===== config.mk =====
export PLATFORM = sky130hd
export DESIGN_NAME = wide_to_narrow_unpacker
export DESIGN_NICKNAME = d
export VERILOG_FILES = /design/src/rtl/unpk_pkg.sv /design/src/rtl/unpk_ctrl.sv /design/src/rtl/unpk_datapath.sv /design/src/rtl/wide_to_narrow_unpacker.sv
export SDC_FILE = /design/constraint.sdc
export NUM_CORES = 1
export LEC_CHECK = 0
export ABC_CLOCK_PERIOD_IN_PS = 7000
export BUFFER_PORTS_ARGS = -buffer_cell sky130_fd_sc_hd__buf_2
export CORE_ASPECT_RATIO = 1.1
export CORE_MARGIN = 4
export CORE_UTILIZATION = 25
export CTS_BUF_LIST = sky130_fd_sc_hd__clkbuf_8
export DETAILED_ROUTE_END_ITERATION = 7
export HOLD_SLACK_MARGIN = 0.12
export PLACE_DENSITY = 0.48
export SYNTH_ARGS = -nofsm -noshare
export SYNTH_HDL_FRONTEND = slang
export SYNTH_SLANG_ARGS = --single-unit

===== constraint.sdc =====
create_clock -name clk -period 7 [get_ports clk]
set_input_delay 0.7 -clock clk [delete_from_list [all_inputs] [get_ports clk]]
set_output_delay 0.7 -clock clk [all_outputs]
set_load 0.05 [all_outputs]

===== src/rtl/unpk_pkg.sv =====
package unpk_pkg;

  // Strobes sent from the control FSM to the datapath.
  typedef struct packed {
    logic loadBeat;   // capture a new wide beat
    logic shiftOut;   // current narrow word consumed, move to next lane
  } unpkStrobes_t;

endpackage


===== src/rtl/unpk_ctrl.sv =====
module unpk_ctrl
  import unpk_pkg::*;
#(
  parameter int RATIO = 4,
  parameter int LEN_W = 16,
  localparam int IDX_W = (RATIO > 1) ? $clog2(RATIO) : 1
) (
  input  logic             clk,
  input  logic             rstN,
  input  logic             reqValid,
  output logic             reqReady,
  input  logic [LEN_W-1:0] reqWords,
  input  logic             memValid,
  output logic             memReady,
  output logic             strValid,
  input  logic             strReady,
  output logic             strLast,
  output unpkStrobes_t     strobes
);

  localparam logic [IDX_W-1:0] LAST_LANE = IDX_W'(RATIO - 1);

  logic             active;
  logic             held;
  logic [LEN_W-1:0] remaining;
  logic [IDX_W-1:0] laneIdx;
  logic             emit;
  logic             finalWord;

  assign reqReady  = !active;
  assign memReady  = active && !held;
  assign strValid  = held;
  assign finalWord = (remaining == LEN_W'(1));
  assign strLast   = held && finalWord;
  assign emit      = strValid && strReady;

  assign strobes.loadBeat = memValid && memReady;
  assign strobes.shiftOut = emit;

  always_ff @(posedge clk) begin
    if (!rstN) begin
      active    <= 1'b0;
      held      <= 1'b0;
      remaining <= '0;
      laneIdx   <= '0;
    end else if (!active) begin
      if (reqValid && (reqWords != '0)) begin
        active    <= 1'b1;
        remaining <= reqWords;
      end
    end else begin
      if (strobes.loadBeat) begin
        held    <= 1'b1;
        laneIdx <= '0;
      end
      if (emit) begin
        remaining <= remaining - LEN_W'(1);
        laneIdx   <= laneIdx + IDX_W'(1);
        if (finalWord) begin
          // tail lanes of this beat are dropped here
          held   <= 1'b0;
          active <= 1'b0;
        end else if (laneIdx == LAST_LANE) begin
          held <= 1'b0;
        end
      end
    end
  end

  // zero-length request leaves the block idle
  p_zero_drop_r2: assert property (@(posedge clk) disable iff (!rstN)
    (reqReady && reqValid && reqWords == '0) |=> (reqReady && !memReady));

  // accepted request opens the memory side next cycle
  p_start_r3: assert property (@(posedge clk) disable iff (!rstN)
    (reqReady && reqValid && reqWords != '0) |=> memReady);

  // exhausting a non-final beat re-opens the memory side
  p_refill_r7: assert property (@(posedge clk) disable iff (!rstN)
    (emit && laneIdx == LAST_LANE && !finalWord) |=> (memReady && !strValid));

  // after the flagged word the block is idle
  p_last_idle_r6: assert property (@(posedge clk) disable iff (!rstN)
    (emit && strLast) |=> (reqReady && !strValid && !memReady));

endmodule


===== src/rtl/unpk_datapath.sv =====
module unpk_datapath
  import unpk_pkg::*;
#(
  parameter int MEM_W = 64,
  parameter int STR_W = 16
) (
  input  logic             clk,
  input  logic             rstN,
  input  unpkStrobes_t     strobes,
  input  logic [MEM_W-1:0] memData,
  output logic [STR_W-1:0] strData
);

  generate
    if ((MEM_W % STR_W) != 0 || MEM_W < 2 * STR_W) begin : g_badWidth
      $error("memory width must be a multiple of at least twice the stream width");
    end
  endgenerate

  logic [MEM_W-1:0] beatReg;

  // Lane 0 always sits at the bottom; consuming a word shifts the next lane down.
  always_ff @(posedge clk) begin
    if (!rstN) begin
      beatReg <= '0;
    end else if (strobes.loadBeat) begin
      beatReg <= memData;
    end else if (strobes.shiftOut) begin
      beatReg <= beatReg >> STR_W;
    end
  end

  assign strData = beatReg[STR_W-1:0];

  // a fresh beat presents its lowest lane first
  p_load_low_r4: assert property (@(posedge clk) disable iff (!rstN)
    strobes.loadBeat |=> (strData == $past(memData[STR_W-1:0])));

endmodule


===== src/rtl/wide_to_narrow_unpacker.sv =====
module wide_to_narrow_unpacker
  import unpk_pkg::*;
#(
  parameter int MEM_W = 64,
  parameter int STR_W = 16,
  parameter int LEN_W = 16,
  localparam int RATIO = MEM_W / STR_W
) (
  input  logic             clk,
  input  logic             rstN,
  input  logic             reqValid,
  output logic             reqReady,
  input  logic [LEN_W-1:0] reqWords,
  input  logic             memValid,
  output logic             memReady,
  input  logic [MEM_W-1:0] memData,
  output logic             strValid,
  input  logic             strReady,
  output logic [STR_W-1:0] strData,
  output logic             strLast
);

  unpkStrobes_t strobes;

  unpk_ctrl #(
    .RATIO (RATIO),
    .LEN_W (LEN_W)
  ) u_ctrl (
    .clk      (clk),
    .rstN     (rstN),
    .reqValid (reqValid),
    .reqReady (reqReady),
    .reqWords (reqWords),
    .memValid (memValid),
    .memReady (memReady),
    .strValid (strValid),
    .strReady (strReady),
    .strLast  (strLast),
    .strobes  (strobes)
  );

  unpk_datapath #(
    .MEM_W (MEM_W),
    .STR_W (STR_W)
  ) u_dp (
    .clk     (clk),
    .rstN    (rstN),
    .strobes (strobes),
    .memData (memData),
    .strData (strData)
  );

  // stalled output holds word and flag
  p_stall_hold_r8: assert property (@(posedge clk) disable iff (!rstN)
    (strValid && !strReady) |=> (strValid && $stable(strData) && $stable(strLast)));

  // no beat accepted while words of the current one are pending
  p_no_overlap_r3: assert property (@(posedge clk) disable iff (!rstN)
    (strValid && strReady && !strLast) |=> !(memReady && strValid));

endmodule


# After elaboration in Yosys (flattened, before gate mapping)
# Index checks and enable logic that the tools add are counted.
[totals] word_cells=37 out_inout_bits=20 in_bits=85 reg_bits=84
[op_classes] eq_ne=3 reduce_logical=12 mux=15 add_sub_neg=2
[ops] op="64-bit 2-to-1 mux" n=2
[ops] op="16-bit 2-to-1 mux" n=3
[ops] op="16-bit by 1-bit equality test with 1-bit output (second input constant)" n=1
[ops] op="16-bit nonzero test" n=1
[ops] op="16-bit by 1-bit subtractor with 16-bit output (second input constant)" n=1
[ops] op="1-bit 2-to-1 mux" n=8
[ops] op="1-bit logical AND" n=5
[ops] op="2-bit 2-to-1 mux" n=2
[ops] op="2-bit AND reduction" n=2
[ops] op="2-bit nonzero test" n=2
[ops] op="2-bit by 1-bit adder with 2-bit output (second input constant)" n=1
[ops] op="2-bit equality test (second input constant)" n=1
[ops] op="1-bit logical NOT" n=2
[ops] op="2-bit != test (second input constant)" n=1

# Depth between registers and ports, before layout
# Gate-level depths: netlist (run 1).
[logic_depth] depth_word=7 depth_mapped=8 mapped_depth_nobuf=7

# Hierarchy
# Synthesis (run 1) repeated with hierarchy kept, for this count alone.
[hier_totals] cells_unflattened=467 hier_area_um2=4757.1
[modules_own_cells] module="unpk_datapath" n_inst=1 seq_area_each_um2=1281.2 cells_each=300 area_per_inst_um2=3457.1
[modules_own_cells] module="unpk_ctrl" n_inst=1 seq_area_each_um2=400.4 cells_each=167 area_per_inst_um2=1300.0

# Worst setup path before layout (run 1)
# OpenSTA, ideal clock, no wires.
[synth_path] path_type="reg-to-output" from="reg u_ctrl.remaining[4]" to="out strLast" path_buffers=2 t_required_ns=6.300 arrival_ns=2.286 setup_slack_ns=4.014 path_stages_with_launch=7 path_cell_list="dfxtp_1 -> or3_2 -> buf_6 -> or4_4 -> buf_6 -> nor4_1 -> and2_1"
[synth_via] elab_chain_len=2
[synth_rtl] item="start, declared" line="unpk_ctrl.sv:25" rtl="logic [LEN_W-1:0] remaining;"
[synth_rtl] item="start signal, assigned" line="unpk_ctrl.sv:49" rtl="remaining <= reqWords;"
[synth_rtl] item="start signal, assigned" line="unpk_ctrl.sv:57" rtl="remaining <= remaining - LEN_W'(1);"
[synth_rtl] item="16-bit by 1-bit equality test with 1-bit output" line="unpk_ctrl.sv:33" rtl="assign finalWord = (remaining == LEN_W'(1));"
[synth_rtl] item="1-bit logical AND" line="unpk_ctrl.sv:34" rtl="assign strLast = held && finalWord;"
[synth_rtl] item="end, declared" line="wide_to_narrow_unpacker.sv:20" rtl="output logic strLast"
# No other way between the ends.

# Final worst setup path (run 1)
[layout_path] from="reg u_ctrl.remaining[7]" to="out strLast"
# Same word-level chain as after synthesis.

==> results of run 1 <==
[through the flow]
step	utilization, %	area (µm²)	setup WS (ns)
2_1_floorplan	-	4060	4.01
3_3_place_gp	29.0	4580	3.99
3_5_place_dp	29.0	4580	3.90
4_1_cts	30.0	4740	3.48
5_1_grt	30.0	4740	3.34
6_report	30.0	4740	3.53
[synth_stat cells (all sizes together), types with 2 or more instances]
cell type	count
nand2	101
dfxtp	84
nand3	46
a21boi	44
clkbuf	37
o211a	25
a22oi	24
o21ai	21
buf	20
a21oi	13
nor2	10
or4	9
nor4	6
and2	4
inv	4
or3	4
xnor2	4
ha	3
nor2b	3
nor3	3
xor2	3
a31oi	2
and3	2
o211ai	2
o31a	2
o41a	2
[placed cells by master, fill, tap and decap left out, types with 2 or more instances in the layout]
cell and n:
clkinvlp_4 3, buf_4 4, nor4_1 6, nor3_1 3, a21oi_1 13, or3_2 2
o211ai_1 2, clkbuf_8 9, nand3_1 46, a22oi_1 24, o211a_1 25, or4_4 3
or4_1 6, o41a_1 2, nand2_2 2, and3_1 2, nor2b_1 3, ha_1 3
and2_1 3, buf_2 104, xor2_1 3, nor2_1 10, or3_1 2, nand2_1 99
a21boi_0 44, inv_1 6, dfxtp_1 84, a31oi_1 2, xnor2_1 4, o21ai_0 21
[power by group through the flow]
| stage | logic (µW) | registers (µW) | clock network [µW] |
|---|---|---|---|
| 2_1_floorplan | 148 | 533 | 0 |
| 5_1_grt | 211 | 534 | 343 |
| 3_5_place_dp | 191 | 540 | 0 |
| 4_1_cts | 192 | 529 | 326 |
| 3_3_place_gp | 189 | 539 | 0 |
| 6_report | 190 | 530 | 306 |
[per-layer routing]
layer	vias up	routed length (µm)	track usage [%]
met1	1736	5650	17.8
met4	0	248	5.85
met5	-	0	0
met3	15	621	2.45
met2	103	5350	19.7
li1	1856	-	-
[registers in the layout, summed over array words and instances, names as in the netlist]
signal and count:
u_ctrl.active 1, u_ctrl.laneIdx 2, u_ctrl.remaining 16, u_ctrl.strValid 1
u_dp.beatReg 64
[how the worst max path moves through the flow]
stage | from | end | slack, ns | depth (start not counted)
global placement | u_ctrl.remaining[7] | strLast | 3.99 | 5
finish | u_ctrl.remaining[7] | strLast | 3.53 | 5
detailed placement | u_ctrl.remaining[7] | strLast | 3.90 | 5
global route | u_ctrl.remaining[7] | strLast | 3.34 | 5
CTS | u_ctrl.remaining[7] | strLast | 3.48 | 5
floorplan | u_ctrl.remaining[4] | strLast | 4.01 | 6
[layout make-up]
cell class	count	area [µm²]	share of cell area, %
Clock buffer	9	124	2.61
Clock inverter	6	35.0	0.739
Inverter	4	15.0	0.317
Multi-Input combinational cell	345	2080	44.0
Sequential cell	84	1680	35.5
Tap cell	200	250	5.28
Timing Repair Buffer	108	551	11.6
[logic make-up after synthesis]
family / share of synthesized area [%]
AOI/OAI and AO/OA: 26.5
xor gates and xnor gates: 1.51
adders and majority gates: 0.924
buffers and inverters: 7.48
DFF: 41.4
muxes: 0.523
and+or+nand+nor: 21.7
[worst max-delay path, cell delays in order (launching register included)]
cell     delay, ns
dfxtp_1       0.36
or4_4         0.56
or4_4         0.54
nor4_1        0.49
and2_1        0.20
buf_2         0.25
==> reports/metrics.yaml, run 1 <==
final_layout:
  layout-drive-gt1-share_pct: 24.3
  nFillCells: 1725
  syn_to_final_growth_pct: 16.7
  num_antenna_cells: 0
  final_nets: 640
  final_cells: 756
sta:
  post-route-min-period_ns: 3.47
  max-slew-margin-rel_pct: 18.5
  hold-worst-slack_ns: 0.467
  worst_pin_slew_ns: 1.22
  fin_tns_setup_ns: 0
  finalHoldViolCount: 0
  setup_viol: 0
  maxSlewViolCount: 0
  period_share_pct: 49.5
  timing.fmax_mhz: 289
  fin_skew_ns: 0.0113
  rsz0062_at_grt: "false"
route:
  vias: 3710
  firstDrtPassIters: 5
  wl_per_cell_um: 15.7
  drtIter0Drc: 264
  routed_via_density: 4.91
  finalWirelength_mm: 11.9
  route.detailed.drc: 0
  ant_nets: 0
placed_design:
  dp.cells: 741
  portBuffers: 104
  hpwlAfterDp_mm: 7.96
  gp_congestion: 0.808
power:
  vdd_drop_max_mv: 0.0828
  p_comb_share_pct: 18.6
  total_power_uw: 1030
  power.share.switching_pct: 31.4
  power_frac_clock_pct: 29.9
  seqPwrFrac_pct: 51.6
  power_switching_uw: 322
  p_leak_uw: 0.00205
  p_int_uw: 704
  powerDensity_mw_per_mm2: 216
hold_path:
  hold_path_class: "register to register"
  min_to: "u_dp.beatReg[30]"
  hp-start: "u_dp.beatReg[30]"
  hold_depth: 2
synthesis:
  syn_area_mm2: 0.00406
  ys_warn_count: 0
  yosysTopAreaCell: "dfxtp_1"
  synth_top_area_share_pct: 41.4
  synth.distinct_cells: 43
  yosys-top-cells-area: "dfxtp_1 41%, nand2_1 9.3%, a21boi_0 8.1%"
  yosysSeqAreaShare_pct: 41.4
  syn_inst: 490
  synth_edf_count: 0
  synth_area_per_cell_um2: 8.29
  syn_nets: 578
  synth_ff_type: "dfxtp_1"
  ys_ff_latch: 84
  ys_async_sr_fraction_pct: 0
grt:
  grt-ovfl-total: 0
  track_usage_pct: 13.0
  antenna_found_initial: 0
  grt_max_degree: 85
  first_global_vias: 3588
  grt_pass1_wl_mm: 18.7
setup_path:
  path_class: "register to output pin"
  rr_endpoint: "u_dp.beatReg[10]"
  critical_path_arrival_ns: 2.77
  cp_max_fo: 6
  r2r-start: "u_ctrl.active"
  r2r_slack_ns: 4.37
  cp-start-kind: "register"
  worstPathRequired_ns: 6.30
  endpoint_kind: "output pin"
  reg2reg_depth: 3
clock_tree:
  ctsHoldBuffers: 0
  cts_max_path_buffers: 2
  cts_tree: "yes"
  clk_pin_slew_ns: 0.08
  clock_sinks: 84
  cts_buffers: 9
  root_buffer: "clkbuf_8"
  postCtsSetupBuffers: 0
  htreeDepth: 3
  ctsResizeCount: 0
  clk_latency_ns: 0.37
floorplanning:
  dieArea_mm2: 0.0184
  ios: 105
  core_area_mm2: 0.0158
  placementRows: 48
  initial_core_util_pct: 25.7
  die_h_um: 142
  chipWidth_um: 130
flow_run:
  cap_violations: 0
outcome:
  status: "completed"
Note: power is estimated with default switching activity, not from simulation.
==> run 2: changes to the inputs <==
Settings changed: ABC_CLOCK_PERIOD_IN_PS 7000 to 3300.
Clock period 7 ns to 3.3 ns, I/O delays scaled along.
==> run 2 against run 1 <==
Compared with the run above: flip-flop and latch count unchanged; combinational power up 120%; final area up 1.6%; first-iteration DRC count down 21%; global-route usage up 0.31 points; power up 120%; sequential share of layout area down 0.57 points; clock power up 150%; core utilization up 0.49 points; critical path type unchanged; critical endpoint unchanged.
==> reports/metrics.yaml, run 2 (synthesis results as in run 1) <==
grt:
  first_global_vias: 3648
  grt_pass1_wl_mm: 19.2
  antenna_found_initial: 0
  grt_max_degree: 59
  grt-ovfl-total: 0
  track_usage_pct: 13.3
setup_path:
  r2r-start: "u_ctrl.remaining[7]"
  endpoint_kind: "output pin"
  critical_path_arrival_ns: 2.75
  cp_common_cell: "or4_4"
  cp_slowest_cell: "or4_4"
  cp_slowest_stage_delay_ns: 0.55
  reg2reg_depth: 5
  cp-start-kind: "register"
  rr_endpoint: "u_ctrl.remaining[15]"
  cp_max_fo: 6
  path_class: "register to output pin"
  r2r_slack_ns: 0.81
  path_cells: "or4_4, or4_4, nor4_1, and2_1, buf_2"
  worstPathRequired_ns: 2.97
final_layout:
  final_nets: 646
  final_area_mm2: 0.00482
  final_cell_mix: "104 x buf_2, 99 x nand2_1, 84 x dfxtp_1"
  reg_top3: "u_dp.beatReg x64, u_ctrl.remaining x16, u_ctrl.laneIdx x2"
  regMostFlops: "u_dp.beatReg"
  layout-drive-gt1-share_pct: 25.1
  num_antenna_cells: 0
  layout_commonest_cell: "buf_2"
  syn_to_final_growth_pct: 18.6
  largest_register_ffs: 64
sta:
  setup_viol: 0
  fin_skew_ns: 0.0106
  rsz0062_at_grt: "false"
  fin_tns_setup_ns: 0
  timing.fmax_mhz: 325
  hold-worst-slack_ns: 0.193
  period_share_pct: 93.4
  maxSlewViolCount: 0
  finalHoldViolCount: 0
  worst_pin_slew_ns: 0.611
  max-slew-margin-rel_pct: 59.3
  post-route-min-period_ns: 3.08
  setup_ws_ns: 0.219
clock_tree:
  postCtsSetupBuffers: 0
  ctsResizeCount: 0
  clk_latency_ns: 0.37
  cts_buffers: 9
  htreeDepth: 3
  root_buffer: "clkbuf_8"
  cts_max_path_buffers: 2
  clock_sinks: 84
  clk_pin_slew_ns: 0.09
  cts_tree: "yes"
  ctsHoldBuffers: 0
outcome:
  status: "completed"
placed_design:
  gp_congestion: 0.827
  hpwlAfterDp_mm: 8.35
  place_worst_setup_slack_ns: 0.614
  place_area_mm2: 0.00463
  portBuffers: 104
hold_path:
  hp-start: "memData[16]"
  min_to: "u_dp.beatReg[16]"
  hold_depth: 2
  hold_path_class: "input pin to register"
power:
  total_power_uw: 2290
  p_leak_uw: 0.00210
  powerDensity_mw_per_mm2: 475
  vdd_drop_max_mv: 0.159
floorplanning:
  placementRows: 48
  core_area_mm2: 0.0158
  chipWidth_um: 130
  dieArea_mm2: 0.0184
  initial_core_util_pct: 25.7
  ios: 105
  die_h_um: 142
route:
  route.detailed.drc: 0
  finalWirelength_mm: 12.0
  firstDrtPassIters: 4
  wl_per_cell_um: 15.8
  ant_nets: 0
  vias: 3698
  drtIter0Drc: 209
  routed_via_density: 4.85
flow_run:
  cap_violations: 0
-- run 2: metal layers --
metal  vias up  global-route usage (%)  routed length (µm)
met1      1709                    18.7                6060
met3        23                    2.75                 589
li1       1866                       -                   -
met5         -                       0                   0
met4         0                    6.35                 304
met2       100                    19.2                5050
-- run 2: report_power, final --
| group | internal (µW) | switching [µW] |
|---|---|---|
| Combinational | 162 | 255 |
| Clock | 364 | 390 |
| Sequential | 1070 | 43.8 |
| Total | 1600 | 689 |
-- run 2: critical path, delay by kind of cell, from the launching register on --
kind,cells,cell delay [ns]
simple gates,4,1.76
flops,1,0.36
buf+inv,1,0.26
-- run 2: cell type report --
class                   instances  area (µm²)
clock buffers                  10         138
fillers                      1723       11000
flip-flops and latches         84        1680
inverters                       4        15.0
multi-input cells             345        2080
well taps                     200         250
clock inverters                 5        53.8
repair buffers                114         596
-- run 2: how the worst max path moves through the flow --
stage                              startpoint  endpoint  slack [ns]  cells past startpoint
after global placement    u_ctrl.remaining[7]   strLast        0.67                      5
final                     u_ctrl.remaining[7]   strLast        0.22                      5
after CTS                 u_ctrl.remaining[7]   strLast        0.18                      5
after floorplan           u_ctrl.remaining[4]   strLast        0.68                      6
after detailed placement  u_ctrl.remaining[7]   strLast        0.61                      5
after global routing      u_ctrl.remaining[7]   strLast        0.08                      5
-- run 2: stage by stage --
step / cells / util, %
floorplan: 490 / -
CTS: 762 / 30.5
global placement: 747 / 29.3
detailed placement: 747 / 29.3
global route: 762 / 30.5
finish: 762 / 30.5
==> run 3: changes to the inputs <==
Settings changed: GPL_TIMING_DRIVEN set to 1, RECOVER_POWER set to 50.
==> run 3 against run 2 <==
Compared with the run above: hold slack worse by 0.0021 ns; sequential share of layout area increased by 0.21 points; worst setup slack better by 0.0050 ns; clock skew is 0.0019 ns higher; register-to-register slack hardly changed; sequential power hardly changed; highest routed layer unchanged.
==> reports/metrics.yaml, run 3 (synthesis results as in run 1) <==
final_layout:
  syn_to_final_growth_pct: 17.9
  largest_register_ffs: 64
  layout-drive-gt1-share_pct: 21.9
  final_cell_mix: "100 x nand2_1, 87 x buf_2, 84 x dfxtp_1"
  multi_input_area_mm2: 0.00208
  final_area_mm2: 0.00479
  final_nets: 646
  regMostFlops: "u_dp.beatReg"
  nFillCells: 1729
  final_cells: 762
  reg_top3: "u_dp.beatReg x64, u_ctrl.remaining x16, u_ctrl.laneIdx x2"
  num_antenna_cells: 0
  layout_commonest_cell: "nand2_1"
  regArea_mm2: 0.00168
route:
  route.detailed.drc: 0
  finalWirelength_mm: 12.0
  drtIter0Drc: 229
  ant_nets: 0
  routed_via_density: 4.80
  wl_per_cell_um: 15.7
  firstDrtPassIters: 4
  vias: 3658
power:
  p_comb_share_pct: 18.0
  power_switching_uw: 688
  p_int_uw: 1600
  power_frac_clock_pct: 33.1
  vdd_drop_max_mv: 0.159
  powerDensity_mw_per_mm2: 477
  p_leak_uw: 0.00203
  total_power_uw: 2280
  power.share.switching_pct: 30.1
  seqPwrFrac_pct: 49.0
floorplanning:
  core_area_mm2: 0.0158
  die_h_um: 142
  chipWidth_um: 130
  placementRows: 48
  dieArea_mm2: 0.0184
  ios: 105
  initial_core_util_pct: 25.7
setup_path:
  cp_max_fo: 6
  cp-start-kind: "register"
  path_class: "register to output pin"
  critical_path_arrival_ns: 2.75
  r2r_slack_ns: 0.80
  endpoint_kind: "output pin"
  worstPathRequired_ns: 2.97
sta:
  max-slew-margin-rel_pct: 21.2
  timing.fmax_mhz: 325
  maxSlewViolCount: 0
  fin_skew_ns: 0.0125
  setup_viol: 0
  worst_pin_slew_ns: 1.18
  rsz0062_at_grt: "false"
  fin_tns_setup_ns: 0
  post-route-min-period_ns: 3.08
  period_share_pct: 93.2
  finalHoldViolCount: 0
clock_tree:
  root_buffer: "clkbuf_8"
  clk_pin_slew_ns: 0.09
  cts_tree: "yes"
  htreeDepth: 3
  cts_buffers: 9
  clk_latency_ns: 0.37
  ctsResizeCount: 0
  postCtsSetupBuffers: 0
  cts_max_path_buffers: 2
  ctsHoldBuffers: 0
  clock_sinks: 84
flow_run:
  cap_violations: 0
grt:
  grt_pass1_wl_mm: 19.2
  first_global_vias: 3648
  track_usage_pct: 13.3
  antenna_found_initial: 0
  grt_max_degree: 59
  grt-ovfl-total: 0
outcome:
  status: "completed"
placed_design:
  hpwlAfterDp_mm: 8.35
  dp.cells: 747
  gp_congestion: 0.827
  portBuffers: 104
  place_area_mm2: 0.00463
hold_path:
  hold_path_class: "input pin to register"
-- run 3: power by group through the flow --
| stage | Sequential [µW] | Clock [µW] | Combinational, µW |
|---|---|---|---|
| 2_1_floorplan | 1130 | 0 | 313 |
| 3_3_place_gp | 1140 | 0 | 413 |
| 4_1_cts | 1120 | 798 | 418 |
| 5_1_grt | 1130 | 836 | 458 |
| 3_5_place_dp | 1140 | 0 | 416 |
| 6_report | 1120 | 755 | 410 |
-- run 3: layout make-up --
cell class / count / area share (%)
flip-flops and latches: 84 / 35.1
multi-input cells: 345 / 43.5
inverters: 4 / 0.313
clock inverters: 5 / 1.12
well taps: 200 / 5.22
clock buffers: 10 / 2.87
repair buffers: 114 / 11.9
-- run 3: worst paths after layout --
path,depth (start not counted),endpoint,startpoint
max,5,strLast,u_ctrl.remaining[7]
min reg2reg,2,u_dp.beatReg[41],u_dp.beatReg[41]
min,2,u_dp.beatReg[16],memData[16]
max reg2reg,6,u_dp.beatReg[30],u_ctrl.strValid
-- run 3: metrics by stage --
stage / worst slack (ns) / hold WS (ns) / util [%]
floorplan: 0.684 / 0.443 / -
global placement: 0.673 / 0.450 / 29.3
detailed placement: 0.614 / 0.457 / 29.3
CTS: 0.179 / 0.157 / 30.5
global route: 0.0794 / 0.167 / 30.3
finish: 0.224 / 0.191 / 30.3
-- run 3: worst max-delay path, cell delays in order, from the launching register on --
cell and delay [ns]:
dfxtp_1 0.36, or4_4 0.55, or4_4 0.54, nor4_1 0.47, and2_1 0.20, buf_2 0.26
-- run 3: layer usage --
metal	GRT usage (%)	part of all wire, %
met5	0	0
met4	6.35	2.2
met3	2.75	5.5
met2	19.2	43
met1	18.7	50
